===== src/rtl/bcd_clock_pkg.sv =====
package bcd_clock_pkg;
  localparam int unsigned DIGITS = 4;
  localparam int unsigned SEG_W  = 7;

  typedef enum logic [1:0] {
    POS_SEC_LO = 2'd0,
    POS_SEC_HI = 2'd1,
    POS_MIN_LO = 2'd2,
    POS_MIN_HI = 2'd3
  } scan_pos_e;

  function automatic logic [SEG_W-1:0] seg_code(input logic [3:0] d);
    logic [SEG_W-1:0] r;
    unique case (d)
      4'd0: r = 7'h3F;
      4'd1: r = 7'h06;
      4'd2: r = 7'h5B;
      4'd3: r = 7'h4F;
      4'd4: r = 7'h66;
      4'd5: r = 7'h6D;
      4'd6: r = 7'h7D;
      4'd7: r = 7'h07;
      4'd8: r = 7'h7F;
      4'd9: r = 7'h67;
      default: r = 7'h00;
    endcase
    return r;
  endfunction
endpackage


===== src/rtl/bcd_counter60.sv =====
// Two-digit BCD counter 00..59 with carry out on wrap.
module bcd_counter60 #(
  parameter logic [7:0] INIT = 8'h00,
  parameter logic [3:0] HI_MAX = 4'd5
) (
  input  logic       clk_i,
  input  logic       rst_ni,
  input  logic       inc_i,
  output logic [7:0] val_o,
  output logic       wrap_o
);
  logic [3:0] lo_q, hi_q;
  logic lo_top, hi_top;

  assign lo_top = (lo_q == 4'd9);
  assign hi_top = (hi_q == HI_MAX);
  assign wrap_o = inc_i && lo_top && hi_top;
  assign val_o  = {hi_q, lo_q};

  always_ff @(posedge clk_i or negedge rst_ni) begin
    if (!rst_ni) begin
      lo_q <= INIT[3:0];
      hi_q <= INIT[7:4];
    end else if (inc_i) begin
      if (lo_top) begin
        lo_q <= 4'd0;
        hi_q <= hi_top ? 4'd0 : hi_q + 4'd1;
      end else begin
        lo_q <= lo_q + 4'd1;
      end
    end
  end
endmodule


===== src/rtl/digit_scanner.sv =====
module digit_scanner
  import bcd_clock_pkg::*;
(
  input  logic             clk_i,
  input  logic             rst_ni,
  input  logic             scan_tick_i,
  input  logic [7:0]       min_i,
  input  logic [7:0]       sec_i,
  output logic [SEG_W-1:0] seg_o,
  output logic [DIGITS-1:0] dig_sel_no
);
  logic [1:0] pos_q;
  logic [3:0] digit;

  always_ff @(posedge clk_i or negedge rst_ni) begin
    if (!rst_ni)          pos_q <= POS_SEC_LO;
    else if (scan_tick_i) pos_q <= pos_q + 2'd1;
  end

  always_comb begin
    unique case (scan_pos_e'(pos_q))
      POS_SEC_LO: digit = sec_i[3:0];
      POS_SEC_HI: digit = sec_i[7:4];
      POS_MIN_LO: digit = min_i[3:0];
      default:    digit = min_i[7:4];
    endcase
  end

  // position 0 drives the MSB low
  for (genvar g = 0; g < DIGITS; g++) begin : g_sel
    assign dig_sel_no[DIGITS-1-g] = (pos_q != 2'(g));
  end

  assign seg_o = seg_code(digit);
endmodule


===== src/rtl/alarm_beeper.sv =====
module alarm_beeper #(
  parameter logic [7:0] ALM_MIN    = 8'h57,
  parameter logic [7:0] ALM_SEC_LO = 8'h10,
  parameter logic [7:0] ALM_SEC_HI = 8'h14,
  parameter int unsigned HALF_TICKS = 10
) (
  input  logic       clk_i,
  input  logic       rst_ni,
  input  logic       beep_tick_i,
  input  logic [7:0] min_i,
  input  logic [7:0] sec_i,
  output logic       alarm_o,
  output logic       buzz_o
);
  localparam int unsigned CW = $clog2(HALF_TICKS + 1);
  logic [CW-1:0] cnt_q;
  logic buzz_q;

  // BCD compares correctly as plain binary
  assign alarm_o = (min_i == ALM_MIN) && (sec_i >= ALM_SEC_LO) && (sec_i <= ALM_SEC_HI);

  always_ff @(posedge clk_i or negedge rst_ni) begin
    if (!rst_ni) begin
      cnt_q  <= '0;
      buzz_q <= 1'b0;
    end else if (!alarm_o) begin
      cnt_q  <= '0;
      buzz_q <= 1'b0;
    end else if (beep_tick_i) begin
      if (cnt_q == CW'(HALF_TICKS - 1)) begin
        cnt_q  <= '0;
        buzz_q <= ~buzz_q;
      end else begin
        cnt_q <= cnt_q + 1'b1;
      end
    end
  end

  assign buzz_o = buzz_q && alarm_o;
endmodule


===== src/rtl/bcd_alarm_clock.sv =====
module bcd_alarm_clock
  import bcd_clock_pkg::*;
#(
  parameter logic [7:0] INIT_MIN   = 8'h57,
  parameter logic [7:0] INIT_SEC   = 8'h05,
  parameter logic [7:0] ALM_MIN    = 8'h57,
  parameter logic [7:0] ALM_SEC_LO = 8'h10,
  parameter logic [7:0] ALM_SEC_HI = 8'h14,
  parameter int unsigned HALF_TICKS = 10
) (
  input  logic       clk_i,
  input  logic       rst_ni,
  input  logic       sec_tick_i,
  input  logic       scan_tick_i,
  input  logic       beep_tick_i,
  output logic [7:0] min_o,
  output logic [7:0] sec_o,
  output logic [6:0] seg_o,
  output logic [3:0] dig_sel_no,
  output logic       alarm_o,
  output logic       buzz_o
);
  logic sec_wrap, min_wrap;

  bcd_counter60 #(.INIT(INIT_SEC)) u_sec (
    .clk_i, .rst_ni, .inc_i(sec_tick_i), .val_o(sec_o), .wrap_o(sec_wrap)
  );

  bcd_counter60 #(.INIT(INIT_MIN)) u_min (
    .clk_i, .rst_ni, .inc_i(sec_wrap), .val_o(min_o), .wrap_o(min_wrap)
  );

  digit_scanner u_scan (
    .clk_i, .rst_ni, .scan_tick_i, .min_i(min_o), .sec_i(sec_o),
    .seg_o, .dig_sel_no
  );

  alarm_beeper #(
    .ALM_MIN(ALM_MIN), .ALM_SEC_LO(ALM_SEC_LO), .ALM_SEC_HI(ALM_SEC_HI),
    .HALF_TICKS(HALF_TICKS)
  ) u_alarm (
    .clk_i, .rst_ni, .beep_tick_i, .min_i(min_o), .sec_i(sec_o),
    .alarm_o, .buzz_o
  );

  logic unused_wrap;
  assign unused_wrap = min_wrap;
endmodule


===== config.mk =====
export PLATFORM = sky130hd
export DESIGN_NAME = bcd_alarm_clock
export DESIGN_NICKNAME = d
export VERILOG_FILES = /design/src/rtl/bcd_clock_pkg.sv /design/src/rtl/bcd_counter60.sv /design/src/rtl/digit_scanner.sv /design/src/rtl/alarm_beeper.sv /design/src/rtl/bcd_alarm_clock.sv
export SDC_FILE = /design/constraint.sdc
export NUM_CORES = 1
export LEC_CHECK = 0
export BUFFER_PORTS_ARGS = -buffer_cell sky130_fd_sc_hd__buf_2
export CORE_ASPECT_RATIO = 1.5
export CORE_MARGIN = 4
export CORE_UTILIZATION = 35
export CTS_CLUSTER_DIAMETER = 40
export DETAILED_ROUTE_END_ITERATION = 8
export PLACE_DENSITY = 0.53
export SYNTH_ARGS = -nofsm -noshare
export SYNTH_HDL_FRONTEND = slang
export SYNTH_SLANG_ARGS = --single-unit

===== constraint.sdc =====
create_clock -name clk_i -period 4.1 [get_ports clk_i]
set_clock_uncertainty 0.2 [all_clocks]
set_input_delay 0.205 -clock clk_i [delete_from_list [all_inputs] [get_ports clk_i]]
set_output_delay 0.205 -clock clk_i [all_outputs]
set_load 0.1 [all_outputs]

==> flow_summary.yaml <==
worst_hold_path:
  hold_class: "in -> reg"
  hold_path_depth: 4
  worstHoldStart: "beep_tick_i"
  holdPathEnd: "u_alarm.cnt_q[3]"
worst_setup_path:
  reg2reg_slack_ns: 2.30
  reg2reg_from: "u_sec.lo_q[1]"
  slowest_stage: "dfrtp_1"
  required_ns: 3.69
  r2r_end: "u_min.hi_q[3]"
  start_kind: "flop"
  crit_type: "reg -> out"
  end_kind: "output pin"
  worst-path-max-fanout: 6
  arrival_ns: 2.78
  cpPeakStageDelay_ns: 0.44
  path_cells: "inv_1 -> ha_1 -> a222oi_1 -> mux2_2 -> inv_1 -> ha_1 -> mux2_4 -> o21ai_1 -> buf_2"
  ff2ff_path_depth: 4
finish:
  layout-drive-gt1-share_pct: 25.9
  fillCellCount: 451
  layout.nets: 224
  area_growth_pct: 17.5
  diodes: 0
  post-route-util_pct: 43.3
sta:
  max_freq_mhz: 314
  worstMarginPinSlew_ns: 0.659
  fin_tns_setup_ns: 0
  finalHoldViolCount: 0
  relSlewSlack_pct: 54.8
  finalCritPeriodShare_pct: 77.7
  grt_setup_unrepaired: "false"
  min_period_ns: 3.18
  setup_viol: 0
  slew_violations: 0
synthesis:
  ys_types: 39
  yosysTopAreaCell: "dfrtp_1"
  syn_avg_cell_area_um2: 9.42
  async_flop_share_pct: 100
  syn_area_mm2: 0.00159
  synth_warnings: 0
  synth_top_area_share_pct: 25.1
  postSynthRegisterBits: 23
  syn_inst: 169
  synthTopCellsByArea: "dfrtp_1 25%, dfstp_2 12%, ha_1 10%"
  synth_edf_count: 0
  ys.flop_type: "dfrtp_1"
  syn_nets: 187
  synth-seq-area-share_pct: 36.7
cts:
  postCtsSetupRepairBufs: 0
  clk_path_buf_depth: 2
  cts_sinks: 23
  cts_resized: 0
  tritoncts: "built"
  cts-root-buf: "clkbuf_8"
  hold_buffers: 3
  htree_levels: 1
  numCtsBuffers: 3
  clk_pin_slew_ns: 0.09
  clk_latency_ns: 0.26
drt:
  postRouteAntennaNets: 0
  vias_per_cell: 5.36
  drc: 0
  via_count: 1346
  wl_per_cell_um: 14.2
  drtIter0Drc: 53
  dr.pass1.iters: 5
  wirelength_um: 3570
grt:
  grt_pass1_vias: 1415
  track_usage_pct: 13.4
  grt_pass1_wl_um: 6310
  grt_max_degree: 24
  antenna_found_initial: 0
  overflow: 0
floorplanning:
  coreArea_mm2: 0.00432
  die_h_um: 90.6
  fp-row-count: 29
  fp.dieArea_mm2: 0.00572
  io_pins: 34
  start_util_pct: 36.9
  die_w_um: 63.1
job:
  max_cap_viol_count: 0
status:
  status: "complete, no violations"
placed_design:
  routabilityCongestion: 0.738
  place_hpwl_um: 2930
  port_buffers: 33
## synth_stat cells (2+ instances only)
library cell and number:
a21o_1 3, a21oi_1 7, a222oi_1 4, buf_2 2, dfrtp_1 16, dfstp_2 7, ha_1 13, inv_1 23
mux2_2 4, mux2_4 2, mux2i_1 6, nand2_1 11, nand3_1 6, nand4b_1 2, nor2_1 9, nor3_1 6
nor4_1 3, o21ai_0 14, o21ai_1 3, xnor2_1 7, xor2_1 3
## layout by cell type, fill, tap and decap left out, drive strengths merged, types with 7 or more instances in the layout
| cell type | count |
|---|---|
| buf | 33 |
| inv | 23 |
| o21ai | 17 |
| dfrtp | 16 |
| ha | 13 |
| nand2 | 11 |
| nor2 | 9 |
| a21oi | 7 |
| xnor2 | 7 |
| dfstp | 7 |
| nor3 | 7 |
## state kept, by name (all words and copies together) (netlist names)
name,cells
u_sec.hi_q,4
u_min.lo_q,4
u_min.hi_q,4
u_alarm.cnt_q,4
u_alarm.buzz_q,1
u_scan.pos_q,2
u_sec.lo_q,4
## metrics by stage
stage | hold slack, ns | instance area, um^2 | worst slack [ns] | std cells
finish | 0.108 | 1870 | 0.916 | 251
floorplan | -0.291 | 1590 | 0.119 | 169
CTS | 0.110 | 1870 | 0.921 | 251
detailed placement | 0.0129 | 1800 | 1.23 | 244
global placement | 0.00529 | 1800 | 1.34 | 244
global route | 0.130 | 1870 | 0.730 | 251
## per-layer routing
| layer | up-vias | track usage [%] | wire [um] |
|---|---|---|---|
| met5 | - | 0 | 0 |
| met4 | 0 | 4.97 | 29 |
| met3 | 2 | 1.74 | 131 |
| met2 | 23 | 27.1 | 2060 |
| met1 | 661 | 13.3 | 1360 |
| li1 | 660 | - | - |
## cells by family after synthesis
family	share of synthesized area, %
muxes	8.48
and+or+nand+nor	19.1
xor gates and xnor gates	5.50
adders and majority gates	10.2
buffers and inverters	6.60
DFF	36.7
AOI/OAI and AO/OA	13.4
## final cells by class
cell class,instances,area (um^2),share of cell area [%]
repair buffers,36,195,10.4
inverters,23,86.3,4.61
multi-input cells,119,903,48.3
clock buffers,4,45.0,2.41
well taps,46,57.6,3.07
flip-flops and latches,23,584,31.2
## critical path, delay by kind of cell (launching register included)
kind                     cells  cell delay, ns
AO/OA/AOI/OAI                2            0.44
adder cells (fa/ha/maj)      2            0.47
flip-flops                   1            0.44
buffers and inverters        3            0.61
multiplexers                 2            0.56
## how the worst max path moves through the flow
stage	start	to	slack [ns]	cells past startpoint
finish	u_scan.pos_q[0]	seg_o[0]	0.92	9
global route	u_scan.pos_q[0]	seg_o[6]	0.73	9
CTS	u_scan.pos_q[0]	seg_o[0]	0.92	9
detailed placement	u_scan.pos_q[0]	seg_o[0]	1.23	9
global placement	u_scan.pos_q[0]	seg_o[0]	1.34	9
floorplan	u_sec.hi_q[1]	seg_o[1]	0.12	6
Power is not shown: default switching activity piles up to over one toggle a cycle in this logic, so the estimate is an artifact.
